### config.mk
export PLATFORM = sky130hd
export DESIGN_NAME = perm_ctl_gen
export DESIGN_NICKNAME = d
export VERILOG_FILES = /design/src/rtl/pgen_pkg.sv /design/src/rtl/pgen_run_scan.sv /design/src/rtl/pgen_rank_sort.sv /design/src/rtl/perm_ctl_gen.sv
export SDC_FILE = /design/constraint.sdc
export NUM_CORES = 1
export LEC_CHECK = 0
export ABC_CLOCK_PERIOD_IN_PS = 2900
export BUFFER_PORTS_ARGS = -buffer_cell sky130_fd_sc_hd__buf_4
export CAP_MARGIN = 5
export CORE_UTILIZATION = 30
export CTS_CLUSTER_DIAMETER = 100
export DETAILED_ROUTE_END_ITERATION = 10
export GPL_TIMING_DRIVEN = 0
export HOLD_SLACK_MARGIN = 0.1
export PLACE_DENSITY_LB_ADDON = 0.2
export SLEW_MARGIN = 20
export SYNTH_ARGS = -nofsm -noshare
export SYNTH_HDL_FRONTEND = slang
export SYNTH_HIERARCHICAL = 1
export SYNTH_SLANG_ARGS = --single-unit
### constraint.sdc
create_clock -name clk -period 2.9 [get_ports clk]
set_input_delay 0.58 -clock clk [delete_from_list [all_inputs] [get_ports clk]]
set_output_delay 0.58 -clock clk [all_outputs]
set_load 0.005 [all_outputs]
### src/rtl/pgen_pkg.sv
package pgen_pkg;
  typedef enum logic [1:0] {
    ST_IDLE = 2'd0,
    ST_SCAN = 2'd1,
    ST_SORT = 2'd2,
    ST_EMIT = 2'd3
  } pg_state_e;
endpackage

### src/rtl/pgen_run_scan.sv
module pgen_run_scan #(
  parameter int N  = 8,
  parameter int IW = $clog2(N)
) (
  input  logic [N*IW-1:0] arr_i,
  output logic [N*IW-1:0] grp_o,
  output logic [N-1:0]    late_o,
  output logic            single_o
);
  localparam int CW = $clog2(N + 1);

  logic [N-1:0]  brk;
  logic [CW-1:0] rid [N];
  logic [CW-1:0] k_w;
  logic [CW-1:0] half_w;

  // a run breaks where the sequence fails to strictly increase
  assign brk[0] = 1'b1;
  generate
    for (genvar j = 1; j < N; j++) begin : g_brk
      assign brk[j] = (arr_i[j*IW +: IW] <= arr_i[(j-1)*IW +: IW]);
    end
  endgenerate

  always_comb begin
    logic [CW-1:0] acc;
    acc = '0;
    for (int j = 0; j < N; j++) begin
      if (brk[j]) acc = acc + CW'(1);
      rid[j] = acc - CW'(1);
    end
    k_w = acc;
  end

  assign half_w   = CW'((k_w + CW'(1)) >> 1);
  assign single_o = (k_w == CW'(1));

  // run i pairs with run i+half
  generate
    for (genvar j = 0; j < N; j++) begin : g_grp
      always_comb begin
        if (rid[j] >= half_w) begin
          late_o[j]           = 1'b1;
          grp_o[j*IW +: IW]   = IW'(rid[j] - half_w);
        end else begin
          late_o[j]           = 1'b0;
          grp_o[j*IW +: IW]   = IW'(rid[j]);
        end
      end
    end
  endgenerate
endmodule

### src/rtl/pgen_rank_sort.sv
module pgen_rank_sort #(
  parameter int N  = 8,
  parameter int IW = $clog2(N)
) (
  input  logic [N*IW-1:0] arr_i,
  input  logic [N*IW-1:0] grp_i,
  input  logic [N-1:0]    late_i,
  output logic [N*IW-1:0] arr_o,
  output logic [N-1:0]    mask_o
);
  localparam int KW = 2 * IW;

  logic [KW-1:0] key  [N];
  logic [IW-1:0] rank [N];

  generate
    for (genvar i = 0; i < N; i++) begin : g_key
      assign key[i] = {grp_i[i*IW +: IW], arr_i[i*IW +: IW]};
    end
    for (genvar i = 0; i < N; i++) begin : g_rank
      always_comb begin
        rank[i] = '0;
        for (int j = 0; j < N; j++) begin
          if ((key[j] < key[i]) || ((key[j] == key[i]) && (j < i)))
            rank[i] = rank[i] + IW'(1);
        end
      end
    end
  endgenerate

  // scatter each element to its sorted slot
  always_comb begin
    arr_o  = '0;
    mask_o = '0;
    for (int i = 0; i < N; i++) begin
      arr_o[rank[i]*IW +: IW] = arr_i[i*IW +: IW];
      mask_o[rank[i]]         = late_i[i];
    end
  end
endmodule

### src/rtl/perm_ctl_gen.sv
module perm_ctl_gen #(
  parameter int N = 8
) (
  input  logic                                  clk,
  input  logic                                  rst_n,
  input  logic                                  start_i,
  input  logic [N*$clog2(N)-1:0]                target_i,
  output logic [$clog2(N)*N-1:0]                masks_o,
  output logic [$clog2($clog2(N)+1)-1:0]        mask_cnt_o,
  output logic                                  done_o
);
  import pgen_pkg::*;

  localparam int IW    = $clog2(N);
  localparam int NPASS = IW;
  localparam int CNTW  = $clog2(NPASS + 1);

  // reset: asserted asynchronously, released on the clock
  logic rst_meta, rst_n_s;
  always_ff @(posedge clk or negedge rst_n) begin
    if (!rst_n) begin
      rst_meta <= 1'b0;
      rst_n_s  <= 1'b0;
    end else begin
      rst_meta <= 1'b1;
      rst_n_s  <= rst_meta;
    end
  end

  pg_state_e           state_q, state_d;
  logic [N*IW-1:0]     arr_q, arr_d;
  logic                arr_en;
  logic [N*IW-1:0]     grp_q;
  logic [N-1:0]        late_q;
  logic                scan_en;
  logic [N-1:0]        mask_q;
  logic                mask_en;
  logic [NPASS*N-1:0]  list_q, list_d;
  logic                list_en;
  logic [CNTW-1:0]     cnt_q, cnt_d;
  logic                done_q, done_d;

  logic [N*IW-1:0]     grp_w;
  logic [N-1:0]        late_w;
  logic                single_w;
  logic [N*IW-1:0]     sorted_w;
  logic [N-1:0]        smask_w;

  pgen_run_scan #(.N(N), .IW(IW)) u_scan (
    .arr_i    (arr_q),
    .grp_o    (grp_w),
    .late_o   (late_w),
    .single_o (single_w)
  );

  pgen_rank_sort #(.N(N), .IW(IW)) u_sort (
    .arr_i  (arr_q),
    .grp_i  (grp_q),
    .late_i (late_q),
    .arr_o  (sorted_w),
    .mask_o (smask_w)
  );

  // next-state
  always_comb begin
    state_d = state_q;
    arr_d   = arr_q;
    arr_en  = 1'b0;
    scan_en = 1'b0;
    mask_en = 1'b0;
    list_d  = list_q;
    list_en = 1'b0;
    cnt_d   = cnt_q;
    done_d  = done_q;
    case (state_q)
      ST_IDLE: begin
        if (start_i) begin
          state_d = ST_SCAN;
          arr_d   = target_i;
          arr_en  = 1'b1;
          list_d  = '0;
          list_en = 1'b1;
          cnt_d   = '0;
          done_d  = 1'b0;
        end
      end
      ST_SCAN: begin
        if (single_w || (cnt_q == CNTW'(NPASS))) begin
          state_d = ST_IDLE;
          done_d  = 1'b1;
        end else begin
          state_d = ST_SORT;
          scan_en = 1'b1;
        end
      end
      ST_SORT: begin
        arr_d   = sorted_w;
        arr_en  = 1'b1;
        mask_en = 1'b1;
        state_d = ST_EMIT;
      end
      default: begin
        list_d[cnt_q*N +: N] = mask_q;
        list_en = 1'b1;
        cnt_d   = cnt_q + CNTW'(1);
        state_d = ST_SCAN;
      end
    endcase
  end

  // registers
  always_ff @(posedge clk or negedge rst_n_s) begin
    if (!rst_n_s) begin
      state_q <= ST_IDLE;
      arr_q   <= '0;
      grp_q   <= '0;
      late_q  <= '0;
      mask_q  <= '0;
      list_q  <= '0;
      cnt_q   <= '0;
      done_q  <= 1'b0;
    end else begin
      state_q <= state_d;
      cnt_q   <= cnt_d;
      done_q  <= done_d;
      if (arr_en)  arr_q  <= arr_d;
      if (scan_en) begin
        grp_q  <= grp_w;
        late_q <= late_w;
      end
      if (mask_en) mask_q <= smask_w;
      if (list_en) list_q <= list_d;
    end
  end

  assign masks_o    = list_q;
  assign mask_cnt_o = cnt_q;
  assign done_o     = done_q;

  a_r8_cnt_bound: assert property (@(posedge clk) disable iff (!rst_n_s)
    mask_cnt_o <= CNTW'(NPASS));

  a_r8_cnt_step: assert property (@(posedge clk) disable iff (!rst_n_s)
    (state_q == ST_EMIT) |=> (mask_cnt_o == $past(mask_cnt_o) + CNTW'(1)));

  a_r9_done_hold: assert property (@(posedge clk) disable iff (!rst_n_s)
    (done_o && !start_i) |=> done_o);

  a_r9_result_stable: assert property (@(posedge clk) disable iff (!rst_n_s)
    (done_o && !start_i) |=> ($stable(masks_o) && $stable(mask_cnt_o)));

  a_r2_start_clears: assert property (@(posedge clk) disable iff (!rst_n_s)
    (start_i && state_q == ST_IDLE) |=> (!done_o && mask_cnt_o == '0 && masks_o == '0));

  a_r5_late_weight: assert property (@(posedge clk) disable iff (!rst_n_s)
    (state_q == ST_SORT) |=> ($countones(mask_q) == $countones($past(late_q))));
endmodule

Word-level counts from Yosys, hierarchy flattened:

Cells that the tools add are included.

* flip-flop bits (word level): 95
* bits in latches: 0
* bits in writable memories: 0
* bits in read-only memories: 0
* bits of input ports: 27
* memories: 0

* add/subtract/negate cells: 88
* multipliers: 8
* divide/modulo/power cells: 0
* magnitude comparators: 95
* equal/unequal tests: 34
* shift operators: 18
* muxes and demuxes: 136
* bitwise logic cells: 3
* reduce and logical (&&, ||, !) cells: 45

Operators by type and width (count)
* $lt 6x6->1: 64
* $neg 5->34: 9
* $shift 3x34->24 const A: 8
* $shiftx 3x34->24: 8
* $bwmux 24: 8
* $mux 3: 64
* $add 3x1->3 const B: 56
* $eq 6x6->1: 28
* $pmux 24 s2: 2
* $bwmux 8: 7
* $mux 24: 2
* $mul 3x2->5 const B: 8
* $shift 8x34->24 const A: 1
* $shiftx 8x34->24: 1
* $lt 3x4->1 const B: 8
* $mux 1: 30
* $logic_or 1x1->1: 29
* $add 4x1->4 const B: 7
* $ge 4x3->1: 7
* $and 24x24->24: 1
* $demux 1 s3: 8
* $ge 3x1->1 const B: 8
* $mux 4: 6
* $sub 4x1->4 const B: 6
* 22 further kinds: 51

Longest topological paths before layout:

Gate-level depths: netlist of the first run.

* word-level depth: 28
* gate-level depth with buffers: 34
* mapped depth without buffers: 34

By module:

Netlist of the first run, hierarchy kept.

By module, submodules not included
* pgen_rank_sort: instances 1, cells each 1521, area an instance 11041.8 µm², seq. area each 0.0 µm²
* perm_ctl_gen: instances 1, cells each 339, area an instance 4165.2 µm², seq. area each 2377.3 µm²
* pgen_run_scan: instances 1, cells each 327, area an instance 2605.0 µm², seq. area each 0.0 µm²

Worst setup path before layout of the first run:

OpenSTA, ideal clock, no wires.

* kind: reg-to-reg
* from: reg arr_q[1]
* to: reg grp_q[22]
* setup time: 125 ps
* data arrival time: 7229 ps
* setup slack: -4454 ps
* cell stages (with the launch flop): 35
* path buffers: 0
* clock period less this slack: 7354 ps
* cell sequence: dfrtp_1 > inv_1 > ha_1 > nor2b_1 > o21ai_1 > a32oi_1 > ha_1 > inv_2 > xnor2_4 > inv_4 > ha_1 > nand2_1 > o21ai_0 > ha_1 > inv_1 > a21boi_0 > inv_1 > ha_1 > mux2_2 > ha_1 > inv_1 > nor2_1 > xnor2_1 > inv_1 > ha_1 > nand2_1 > xnor3_2 > xnor2_4 > inv_2 > ha_1 > a21o_1 > nor2b_1 > mux2_2 > mux2_1 > mux2_2

* elaborated cells on any way between the ends: 23
* classes of those cells: 9 x add/sub; 2 x order compare; 1 x eq/ne; 10 x mux; 1 x reduce/logical

RTL lines
* from (decl): RTL line perm_ctl_gen.sv:31 `logic [N*IW-1:0] arr_q, arr_d;`
* from (signal assigned): RTL line perm_ctl_gen.sv:126 `if (arr_en) arr_q <= arr_d;`
* $le 3x3->1 *: RTL line pgen_run_scan.sv:21 `assign brk[j] = (arr_i[j*IW +: IW] <= arr_i[(j-1)*IW +: IW]);`
* $mux 2 *: RTL line pgen_run_scan.sv:29 `if (brk[j]) acc = acc + CW'(1);`
* $add 4x1->4: RTL line pgen_run_scan.sv:29
* $mux 4 *: RTL line pgen_run_scan.sv:29
* $add 4x1->4: RTL line pgen_run_scan.sv:29
* $mux 4 *: RTL line pgen_run_scan.sv:29
* $add 4x1->4: RTL line pgen_run_scan.sv:29
* $mux 4 *: RTL line pgen_run_scan.sv:29
* [2 not listed]
* $add 4x1->4: RTL line pgen_run_scan.sv:29
* $mux 4 *: RTL line pgen_run_scan.sv:29
* $add 4x1->4: RTL line pgen_run_scan.sv:29
* $mux 4 *: RTL line pgen_run_scan.sv:29
* $sub 4x1->4 / $add 4x1->4 (equally long branches): RTL line pgen_run_scan.sv:30, pgen_run_scan.sv:35
* $ge 4x3->1 / $sub 3x3->3 (equally long branches): RTL line pgen_run_scan.sv:42, pgen_run_scan.sv:44
* $mux 3 *: RTL line pgen_run_scan.sv:42 `if (rid[j] >= half_w) begin`
* named net grp_w[22]: RTL line perm_ctl_gen.sv:43 `logic [N*IW-1:0] grp_w;`
* to (signal assigned): RTL line perm_ctl_gen.sv:128 `grp_q <= grp_w;`
* to (decl): RTL line perm_ctl_gen.sv:33 `logic [N*IW-1:0] grp_q;`

Mark *: on every way through the listed nets, which the timed path passes. The rest lies on a longest branch.
A chain may end at the register's enable or synchronous reset.

Final worst setup path of the first run:

* from: reg arr_q[17]
* to: reg arr_q[14]

* word-level cells in the longest chain between the ends: 24
* elaborated cells on any way between the ends: 120
* classes of those cells: 29 x add/sub; 8 x mul; 15 x order compare; 7 x eq/ne; 16 x shift; 37 x mux; 1 x bitwise; 7 x reduce/logical

Ends and longest elaborated chain
* $lt 6x6->1 / $eq 6x6->1 (equally long branches): RTL line pgen_rank_sort.sv:24 `if ((key[j] < key[i]) || ((key[j] == key[i]) && (j < i)))`
* $logic_or 1x1->1: RTL line pgen_rank_sort.sv:24
* $mux 1: RTL line pgen_rank_sort.sv:24
* $add 3x1->3: RTL line pgen_rank_sort.sv:25 `rank[i] = rank[i] + IW'(1);`
* $mux 3: RTL line pgen_rank_sort.sv:24
* $add 3x1->3: RTL line pgen_rank_sort.sv:25
* $mux 3: RTL line pgen_rank_sort.sv:24
* $add 3x1->3: RTL line pgen_rank_sort.sv:25
* [8 not listed]
* $mux 3: RTL line pgen_rank_sort.sv:24
* $mul 3x2->5: RTL line pgen_rank_sort.sv:36 `arr_o[rank[i]*IW +: IW] = arr_i[i*IW +: IW];`
* $neg 5->34: RTL line pgen_rank_sort.sv:36
* $shiftx 3x34->24 / $shift 3x34->24 (equally long branches): RTL line pgen_rank_sort.sv:36
* $bwmux 24 (2 in a row): RTL line pgen_rank_sort.sv:36
* $bwmux 24 *: RTL line pgen_rank_sort.sv:36
* named net sorted_w[14]: RTL line perm_ctl_gen.sv:46 `logic [N*IW-1:0] sorted_w;`
* $pmux 24 s2 *: RTL line perm_ctl_gen.sv:75 `case (state_q)`

Marks and branches as above.

==> results of run 1 <==
repair_timing:
item                                   4_1_cts  5_1_grt
gates resized for setup                    616      123
hold buffers                                 1        0
setup endpoints to repair                   66       66
setup buffers                              294       78
endpoints found under the hold margin        2        0
pin swaps                                  212      110
gates cloned                                 3        0
per-layer routing:
layer,up-vias,global-route usage (%),wire (um)
met2,711,42.9,36900
met4,0,11.5,3940
met3,189,2.29,4420
li1,9006,-,-
met1,9639,33.6,34300
met5,-,0,0
placed cells by master, fill, tap and decap left out, types with 22 or more instances in the layout:
cell	count
mux2_4	43
nor2_1	96
o21ai_1	32
nand2b_1	24
o211ai_1	23
mux2i_1	50
nand3_1	65
inv_2	39
nor4_1	25
ha_4	76
mux2_2	23
nand2_1	187
a21o_1	26
dfrtp_1	55
nor2b_1	24
clkbuf_1	26
a21oi_1	63
dfrtp_2	25
o21ai_0	29
nor3_1	42
buf_4	334
ha_1	222
a31oi_1	26
nand4_1	38
inv_1	110
buf_6	56
nand2_2	22
xnor2_1	44
registers in the layout, summed over array words and instances (netlist names):
name        count
arr_q          24
grp_q          24
masks_o        24
late_q          8
mask_q          8
mask_cnt_o      2
state_q         2
done_o          1
rst_meta        1
rst_n_s         1
critical path, delay by kind of cell, from the launching register on:
family                   cells  cell delay, ns
AO/OA/AOI/OAI                9            1.65
adder cells (fa/ha/maj)      7            1.87
buffers and inverters        8            0.96
AND/OR/NAND/NOR              8            0.86
flip-flops                   1            0.47
multiplexers                 3            0.72
cells by family after synthesis:
| logic type | Yosys count |
|---|---|
| other cells | 2 |
| compound gates | 541 |
| simple gates | 733 |
| xor+xnor | 106 |
| buf+inv | 265 |
| mux | 139 |
| fa+ha+maj | 306 |
| flops | 95 |
path summary, 6_finish.rpt:
| check | start | to | slack (ns) | depth (start not counted) |
|---|---|---|---|---|
| worst min-delay path | rst_n_s | masks_o[23] | 0.34 | 0 |
| min in group clk | rst_meta | rst_n_s | 0.36 | 0 |
| worst min register to register | rst_n_s | masks_o[23] | 0.34 | 0 |
| worst max register to register | arr_q[17] | arr_q[14] | -3.71 | 35 |
| worst max-delay path | arr_q[17] | arr_q[14] | -3.71 | 35 |
| max in group asynchronous | rst_n_s | grp_q[1] | 1.85 | 1 |
per-stage QoR:
step,std cells,hold slack [ns],worst slack (ns)
final,3362,0.337,-3.71
after global routing,3362,0.370,-3.96
after CTS,3296,0.366,-3.60
after detailed placement,3008,0.336,-5.40
after global placement,3007,0.344,-5.28
after floorplan,2189,0.284,-3.53
layout make-up:
cell class | count | share of cell area (%)
multi-input cells | 1829 | 68.2
repair buffers | 401 | 12.8
flip-flops and latches | 95 | 9.27
well taps | 765 | 3.60
inverters | 189 | 3.25
plain buffers | 67 | 1.75
clock buffers | 10 | 0.899
clock inverters | 6 | 0.240
==> reports/summary.md, run 1 <==
The proportion of register bits with asynchronous set or reset after synthesis came out at 100%. For the count of warnings emitted by yosys, the log shows 6. The multi-input combinational cell area is 18100 um2, and the count of standard-cell rows is 88. In this run the deepest clock path goes through 2 buffers. The final reports fail on negative setup slack.

The congestion estimate from routability-driven global placement came to 0.936. The number of global-route vias before repair was 19400; the smallest setup slack after layout was -3.71 ns. The clock edge transition at the registers on the reported setup and hold paths is 0.08 ns, and the required time of the critical path is 3.18 ns. After the first detailed-routing iteration, the DRC count stood at 1439. Multiplexer cells account for 8.33% of the synthesized area. Of the total synthesized cell area, the portion taken by AND, OR, NAND and NOR gates is 21.0%. The synthesized design spends more area on one cell type than any other, namely ha_1.

0 antenna diodes ended up in the layout. The run gives 30.6% as the initial standard-cell utilization of the core. The number of buffers added by the clock tree synthesis step is 9. Sorting the synthesized cells by how often they occur yields 302 x ha_1, 216 x nand2_1, 177 x inv_1.

Once detail routing completed, the nets flagged for antenna violations numbered 0. Dividing the detail-routed wire length by the instance count gives 23.7 um. TritonCTS built the clock tree.

The sequential element share of the synthesized area was 13.3%; the post-route fraction of the period consumed by the critical path was 228%. The pin count of the biggest net entering global routing was 53. The run gives 58100 um2 as the total core area.

Vertical extent of the die: 246 um. The transition time at the pin with the least slew margin came out at 1.05 ns. Counting flops with a built-in enable in the synthesized netlist gives 0.

The logs give 2922 for the final layout net count and 60400 um2 for the die area. The fraction of layout instances using a drive strength above 1 works out to 42.6%. On the final layout, the worst clock skew is 0.0105 ns. The H-tree generated during clock tree synthesis spans 3 levels. The share of synthesized cell area in full adder, half adder and majority cells was 21.5%. Number of pins with negative max-slew slack in the final report: 0.

The number of max-cap violations was 0. Setup violations remaining at the end of the flow were counted as 66. The run gives 1 as the number of antenna violations at the first check in global routing. The tools report the sort of element at the start of the critical path as a flop. Setup repair after global routing could not meet its margin everywhere. Based on the critical path, the design can be clocked at up to 151 MHz. After synthesis the netlist holds a flip-flop and latch count of 95. Global routing finished with a remaining overflow of 0.

The critical path arrival is 6.89 ns, and the overall die width is 246 um. The setup path with the least slack is of type reg -> reg. The path category of the worst min-delay check is reg -> async. The cell sitting at the root of the clock tree is a clkbuf_16. Port buffering added 53 buffers. In the final layout, flip-flops and latches occupy 2460 um2. The xor and xnor fraction of the mapped netlist area came out at 7.68%. Global routing used 25.7% of the available tracks across all layers. For this run, design rule violations remaining after detail routing come to 0.

The share of synthesized area in the top cell type comes to 21.2%. Dominant cell by count in the synthesized netlist: ha_1. Pin placement for this block handled 54 I/O pins. For this run, the share of the core covered by cells in the final layout is 45.7%. For this block, the routed nets add up to 79600 um of wire. The logs give 0.36 ns for the clock latency of the later-clocked register in the worst-skew pair and 20100 um2 for the total cell area at the placement stage. The prevailing post-synth register cell was dfrtp_1. By area the synthesized netlist is led by ha_1 21%, dfrtp_1 13%, nand2_1 4.6%, inv_1 3.7%, mux2_2 3.7%.

The cell count after synthesis came out at 2187. The average instance area after synthesis works out to 8.14 um2. For the final design instance area without fill, the log shows 26600 um2.

The peak fanout along the critical path was 8; the first-pass iteration count of the detailed router was 5. After filler insertion, the fill cell instance count of the layout stands at 5585. The number of vias after detailed routing is 19500. The cell area that synthesis handed to floorplanning was 17800 um2. The run gives -233.86 ns as the final-layout setup total negative slack.

The largest stage delay on the critical path works out to 0.47 ns. In this run the tightest slew margin relative to its limit is 29.8%. The worst setup path is captured at a flop.

The time the worst path needs with I/O delays and setup was 6.61 ns; the fraction of the mapped netlist area in compound gates was 22.2%. The area growth from synthesis to layout came out at 49.3%. In the routed layout, each cell is associated on average with a via count of 5.81. The logs give 95 for the sink count of the clock tree and 57500 um for the detailed-placement wirelength estimate.

The synthesized netlist contains 112 unique library cells. The run finished, with violations left. The slowest stage of the critical path is the dfrtp_4 cell. Largest family of logic cells by synthesized area: compound AO/OA/AOI/OAI gates. The logs give 0 for the number of failing hold endpoints at the final stage and 118000 um for the wire length of the first global-routing pass.
Power of run 1 is not shown: default switching activity piles up to over one toggle a cycle in this logic, so the estimate is an artifact.
==> inputs of run 2 (changes only) <==
--- a/config.mk
+++ b/config.mk
@@ -8,7 +8,7 @@
 export ABC_CLOCK_PERIOD_IN_PS = 2900
 export BUFFER_PORTS_ARGS = -buffer_cell sky130_fd_sc_hd__buf_4
 export CAP_MARGIN = 5
-export CORE_UTILIZATION = 30
+export CORE_UTILIZATION = 45
 export CTS_CLUSTER_DIAMETER = 100
 export DETAILED_ROUTE_END_ITERATION = 10
 export GPL_TIMING_DRIVEN = 0
==> reports/summary.md, run 2 (synthesis results as in run 1) <==
The tools report the initial standard-cell utilization of the core as 45.9% (was 30.6%). The vertical extent of the die was 201 um (was 246 um); the number of pins with negative max-slew slack in the final report was 0 (unchanged). Cell at the slowest stage of the critical path: or4_4 (was dfrtp_4). The worst clock skew on the final layout is 0.0156 ns (was 0.0105 ns). Setup repair after global routing could not meet its margin everywhere. The sink count of the clock tree was 95 (unchanged).

The tools report the clock tree root driver cell as clkbuf_16 (unchanged). The time the worst path needs with I/O delays and setup is 6.72 ns (was 6.61 ns), and the number of failing hold endpoints at the final stage is 0 (unchanged). The peak fanout along the critical path is 6 (was 8).

The count of pins on the block boundary is 54 (unchanged). The pin count of the biggest net entering global routing is 48 (was 53), and the count of standard-cell rows is 72 (was 88). The highest clock rate is 149 MHz (was 151 MHz). Overall die width: 201 um (was 246 um). Class of the most critical setup path: reg -> reg (unchanged). The number of antenna violations at the first check in global routing came out at 0 (was 1). The tools report the number of buffers on the longest clock path as 2 (unchanged). The tools report the origin of the critical flop-to-flop path as arr_q[16] (was arr_q[17]). The flow ran to the end, but the final reports show violations. The final routed wire length divided by cell count is 25.1 um (was 23.7 um), and the number of buffers added by the clock tree synthesis step is 9 (unchanged).

The die area came out at 40400 um2 (was 60400 um2). The uppermost signal routing layer after detailed routing was met4 (unchanged). The wire length on met2 was 35000 um (was 36900 um).

The number of remaining DRC errors is 0 (unchanged). Violated checks: negative setup slack (unchanged). The violation count after the first detailed-route iteration is 2327 (was 1439), and the detailed-placement wirelength estimate is 52200 um (was 57500 um). Destination of the worst register-to-register timing path: arr_q[13] (was arr_q[14]). The first-pass iteration count of the detailed router is 6 (was 5). Most frequent cell on the critical path: buf_4. The run gives 0 (unchanged) as the number of nets with antenna violations after detailed routing. The worst slew margin relative to its limit was 25.7% (was 29.8%). The tools report the number of H-tree levels as 3 (unchanged).

The number of cells on the worst reg-to-reg path was 33 (was 35). The smallest setup slack after layout is -3.82 ns (was -3.71 ns), and the largest stage delay on the critical path is 0.50 ns (was 0.47 ns). Wire length of the first global-routing pass: 114000 um (was 118000 um).

Most common cell after layout, fill and taps aside: buf_4 (unchanged). The number of vias after detailed routing is 20300 (was 19500). TritonCTS built the clock tree. The number of buffers added on ports is 53 (unchanged), and the clock edge transition at the registers on the reported setup and hold paths is 0.08 ns (about the same).

The sort of element at the start of the critical path is a flop (unchanged). The post-route fraction of the period consumed by the critical path was 232% (was 228%). The tools report the clock latency of the later-clocked register in the worst-skew pair as 0.36 ns (about the same). The final design instance area without fill is 26400 um2 (was 26600 um2), and the total of endpoints with negative setup slack in the final report is 66 (unchanged).

The logs give 7600 um (was 4420 um) for the met3 wirelength from detailed routing and 38800 um2 (was 58100 um2) for the total core area. The required time of the critical path is 3.12 ns (was 3.18 ns), and the fraction of layout instances using a drive strength above 1 is 43.3% (was 42.6%). The total wire length after detailed routing was 78200 um (was 79600 um). The kind of end point of the critical path was a flop (unchanged). The critical path arrival came out at 6.94 ns (was 6.89 ns). Antenna diode count: 0 (unchanged). The tools report the setup slack on the worst flop-to-flop path as -3.82 ns (was -3.71 ns).

The transition time at the pin with the least slew margin is 1.11 ns (was 1.05 ns), and the placer's final routability congestion estimate is 1.05 (was 0.936). The path category of the worst min-delay check was reg -> async (unchanged). The routed via count divided by cell count is 6.52 (was 5.81), and the final layout net count is 2928 (was 2922). The number of max-cap violations was 0 (unchanged). The remaining global-route overflow is 0 (unchanged).

The worst slack at placement came out at -5.16 ns (was -5.40 ns). For the all-layer global routing usage, the log shows 36.1% (was 25.7%). Number of global-route vias before repair: 19700 (was 19400).

Most used cells in the layout excluding fill and tap cells: 327 x buf_4, 226 x ha_1, 184 x nand2_1 (was 334 x buf_4, 222 x ha_1, 187 x nand2_1). Area growth from synthesis to layout: 48.4% (was 49.3%). Total cell area at the placement stage: 19800 um2 (was 20100 um2). The post-route met1 wirelength came out at 30300 um (was 34300 um).
## run 2: changes by cell type in the layout (fill, tap and decap cells not counted), sizes merged
cell,delta
buf,+11
clkinvlp,-2
inv,+3
clkbuf,-6
## run 2: critical path: cells and delay by family (launching register included)
family                     cells  cell delay, ns
AOI/OAI and AO/OA              8            1.42
DFF                            1            0.47
muxes                          2            0.44
adders and majority gates      5            1.21
buffers and inverters         10            1.34
and+or+nand+nor                8            1.69
## run 2: what timing repair did
item	4_1_cts	5_1_grt
pin swaps	200	158
gates cloned	1	0
buffers inserted	263	107
resized for setup	544	226
endpoints found under the hold margin	2	0
hold buffers	1	0
setup endpoints to repair	66	66
## run 2: per-layer routing
metal,GRT usage [%],vias to the layer above
li1,-,9003
met1,45.4,9846
met2,57.9,1135
met3,7.50,358
met4,19.4,0
met5,0,-
## run 2: layout make-up
type | instances | area (um2)
Multi-Input combinational cell | 1829 | 18200
Clock buffer | 9 | 225
Timing Repair Buffer | 410 | 3590
Tap cell | 518 | 648
Clock inverter | 7 | 61.3
Fill cell | 2911 | 12400
Buffer | 64 | 369
Inverter | 189 | 858
Sequential cell | 95 | 2460
## run 2: how the worst max path moves through the flow
stage,startpoint,end,cells past startpoint
after floorplan,arr_q[1],grp_q[23],34
after global placement,arr_q[20],arr_q[14],32
after global routing,arr_q[5],arr_q[13],35
final,arr_q[16],arr_q[13],33
after CTS,arr_q[5],arr_q[6],32
after detailed placement,arr_q[9],arr_q[6],26
## run 2: metrics by stage
step	setup TNS, ns	util (%)	hold slack (ns)	cells
final	-227.39	68.1	0.351	3121
after global routing	-238.48	68.1	0.376	3121
after CTS	-216.80	63.5	0.365	3033
after detailed placement	-290.51	50.9	0.336	2761
after global placement	-375.82	50.8	0.338	2760
after floorplan	-199.78	-	0.284	2189
Power of run 2 is left out for the same reason.
==> inputs of run 3 (changes only) <==
--- a/config.mk
+++ b/config.mk
@@ -5,6 +5,7 @@
 export SDC_FILE = /design/constraint.sdc
 export NUM_CORES = 1
 export LEC_CHECK = 0
+export ABC_AREA = 1
 export ABC_CLOCK_PERIOD_IN_PS = 2900
 export BUFFER_PORTS_ARGS = -buffer_cell sky130_fd_sc_hd__buf_4
 export CAP_MARGIN = 5
@@ -14,7 +15,7 @@
 export GPL_TIMING_DRIVEN = 0
 export HOLD_SLACK_MARGIN = 0.1
 export PLACE_DENSITY_LB_ADDON = 0.2
-export SLEW_MARGIN = 20
+export SLEW_MARGIN = 40
 export SYNTH_ARGS = -nofsm -noshare
 export SYNTH_HDL_FRONTEND = slang
 export SYNTH_HIERARCHICAL = 1
==> reports/summary.md, run 3 <==
The vertical extent of the die came out at 201 um (about the same). The run gives 72 (unchanged) as the count of standard-cell rows. The largest stage delay on the critical path works out to 0.58 ns (was 0.50 ns).

The total of endpoints with negative setup slack in the final report was 66 (unchanged); the average instance area after synthesis was 6.13 um2 (was 8.14 um2). The run gives 103000 um (was 114000 um) as the wire length of the first global-routing pass. The required time of the critical path came out at 3.19 ns (was 3.12 ns). Kind of end point of the critical path: a flop (unchanged). The overall die width works out to 201 um (about the same). The initial standard-cell utilization of the core was 45.8% (was 45.9%). Largest cells by area after synthesis: ha_1 21%, nand2_1 21%, dfrtp_1 13%, nand3_1 8.0%, inv_1 8.0% (was ha_1 21%, dfrtp_1 13%, nand2_1 4.6%, inv_1 3.7%, mux2_2 3.7%). Violated checks: negative setup slack (unchanged). The tools report the gate count after technology mapping as 2897 (was 2187).

The prevailing post-synth register cell is dfrtp_1 (unchanged). The area of the mapped netlist is 17700 um2 (was 17800 um2). The buffers plus inverters on the worst setup path is 5 (was 10), and the first-pass iteration count of the detailed router is 6 (unchanged). The transition time at the pin with the least slew margin was 0.737 ns (was 1.11 ns).

The number of synthesized register bits is 95 (unchanged), and the critical path arrival is 6.29 ns (was 6.94 ns). The biggest area consumer among synthesized cells was ha_1 (unchanged). The worst clock skew on the final layout came out at 0.00923 ns (was 0.0156 ns).

Count of distinct cell types in the synthesized netlist: 57 (was 112). The number of global-route vias before repair is 19600 (was 19700), and the area growth from synthesis to layout is 39.9% (was 48.4%). The dominant cell by count in the synthesized netlist is nand2_1 (was ha_1). The post-route met1 wirelength was 28700 um (was 30300 um). The time the worst path needs with I/O delays and setup was 6.00 ns (was 6.72 ns); the sequential element share of the synthesized area was 13.4% (was 13.3%). The number of failing hold endpoints at the final stage is 0 (unchanged), and the proportion of register bits with asynchronous set or reset after synthesis is 100% (unchanged). The run finished, with violations left. The remaining global-route overflow was 0 (unchanged). The tools report the clock tree root driver cell as clkbuf_16 (unchanged).

Most used cells in the layout excluding fill and tap cells: 807 x nand2_1, 265 x inv_1, 262 x buf_4 (was 327 x buf_4, 226 x ha_1, 184 x nand2_1). The detailed-placement wirelength estimate came out at 50000 um (was 52200 um). The count of flip-flops with a built-in enable after synthesis works out to 0 (unchanged).

The tools report the number of H-tree levels as 3 (unchanged). The count of pins on the block boundary was 54 (unchanged). The path category of the worst min-delay check is reg -> async (unchanged). The most common cell after layout, fill and taps aside was nand2_1 (was buf_4). Cell at the slowest stage of the critical path: dfrtp_4 (was or4_4). The run gives 0 (unchanged) as the antenna diode count.

The number of antenna violations at the first check in global routing came out at 0 (unchanged). For the highest clock rate, the log shows 167 MHz (was 149 MHz). The tools report the destination of the worst register-to-register timing path as arr_q[9] (was arr_q[13]). The number of nets with antenna violations after detailed routing came out at 0 (unchanged). Most frequent cell on the critical path: nand2_1 (was buf_4). The logs give 41 (was 48) for the pin count of the biggest net entering global routing and 50.7% (was 25.7%) for the worst slew margin relative to its limit. The uppermost signal routing layer after detailed routing was met4 (unchanged). The wire length on met2 is 32600 um (was 35000 um), and the smallest setup slack after layout is -3.10 ns (was -3.82 ns). The all-layer global routing usage is 32.2% (was 36.1%), and the peak fanout along the critical path is 8 (was 6). TritonCTS built the clock tree. The number of remaining DRC errors was 0 (unchanged); the worst hold slack after final layout was 0.208 ns (was 0.351 ns).

The number of max-cap violations was 0 (unchanged). The fraction of layout instances using a drive strength above 1 was 36.8% (was 43.3%). The tools report the origin of the critical flop-to-flop path as arr_q[1] (was arr_q[16]). The sink count of the clock tree was 95 (unchanged); the number of buffers added by the clock tree synthesis step was 9 (unchanged).

The logs give 0 (unchanged) for the number of pins with negative max-slew slack in the final report and 20600 (was 20300) for the number of vias after detailed routing. The clock edge transition at the registers on the reported setup and hold paths was 0.08 ns (about the same). Setup repair after global routing could not meet its margin everywhere. The routed via count divided by cell count was 5.51 (was 6.52); the area share of the largest cell type after synthesis was 21.3% (was 21.2%). The run gives -175.95 ns (was -227.39 ns) as the final-layout setup total negative slack.

Total core area: 38700 um2 (was 38800 um2). The setup slack on the worst flop-to-flop path was -3.10 ns (was -3.82 ns). The post-route fraction of the period consumed by the critical path is 207% (was 232%). Post-synth top cells: 995 x nand2_1, 377 x inv_1, 302 x ha_1 (was 302 x ha_1, 216 x nand2_1, 177 x inv_1). The final routed wire length divided by cell count is 18.2 um (was 25.1 um), and the total wire length after detailed routing is 68100 um (was 78200 um).

Class of the most critical setup path: reg -> reg (unchanged). The number of cells on the worst reg-to-reg path was 40 (was 33); the number of buffers added on ports was 53 (unchanged). For the final layout net count, the log shows 3542 (was 2928). The met3 wirelength from detailed routing is 3970 um (was 7600 um). For the count of warnings emitted by yosys, the log shows 6 (unchanged). Largest delay contributor family on the critical path: simple AND/OR/NAND/NOR gates (unchanged). The placer's final routability congestion estimate came out at 0.956 (was 1.05). The number of buffers on the longest clock path is 2 (unchanged), and the violation count after the first detailed-route iteration is 1666 (was 2327). The sort of element at the start of the critical path was a flop (unchanged). The clock latency of the later-clocked register in the worst-skew pair is 0.35 ns (was 0.36 ns), and the die area is 40200 um2 (was 40400 um2).
[run 3: worst reg2reg max path, delay by kind of cell, from the launching register on]
kind | cells | cell delay, ns
buffers and inverters | 5 | 0.40
adders and majority gates | 7 | 1.64
DFF | 1 | 0.58
AOI/OAI and AO/OA | 3 | 0.46
and+or+nand+nor | 25 | 2.86
[run 3: per-layer routing]
layer | global-route usage, % | up-vias
li1 | - | 9994
met1 | 41.8 | 9717
met2 | 56.0 | 688
met3 | 1.93 | 168
met4 | 12.0 | 0
met5 | 0 | -
[run 3: repair_timing]
action / in CTS / in global routing
hold buffers: 1 / 0
gates resized for setup: 333 / 379
endpoints found under the setup margin: 66 / 66
gates cloned: 1 / 0
endpoints found under the hold margin: 2 / 0
pin swaps: 146 / 269
buffers inserted: 149 / 102
[run 3: per-stage QoR]
| stage | util (%) | cells | setup slack [ns] | cell area, um2 |
|---|---|---|---|---|
| floorplan | - | 2899 | -2.34 | 18800 |
| global placement | 51.3 | 3470 | -3.87 | 19900 |
| detailed placement | 51.5 | 3472 | -3.86 | 19900 |
| CTS | 58.2 | 3638 | -2.97 | 22500 |
| global route | 64.1 | 3735 | -3.29 | 24800 |
| finish | 64.1 | 3735 | -3.10 | 24800 |
[run 3: logic make-up after synthesis]
kind of cell	count (synthesis)	synth area share, %
AND/OR/NAND/NOR	1703	42.4
adder cells (fa/ha/maj)	303	21.4
buffers and inverters	443	9.89
other	2	0.0423
flip-flops	95	13.4
XOR/XNOR	43	3.20
AO/OA/AOI/OAI	308	9.64
[run 3: worst max path at each step]
stage / start / to / slack (ns) / depth (start not counted)
floorplan: grp_q[11] / arr_q[15] / -2.34 / 41
global placement: arr_q[0] / arr_q[3] / -3.87 / 34
detailed placement: arr_q[0] / arr_q[3] / -3.86 / 34
CTS: arr_q[2] / arr_q[23] / -2.97 / 41
global route: arr_q[2] / arr_q[9] / -3.29 / 46
finish: arr_q[1] / arr_q[9] / -3.10 / 40
[run 3: layout make-up]
type,instances,area (um2)
flip-flops and latches,95,2450
well taps,518,648
multi-input cells,2361,17000
inverters,402,1680
plain buffers,39,244
repair buffers,304,2550
fillers,3489,13900
clock inverters,6,73.8
clock buffers,10,229
Power of run 3 is left out for the same reason.
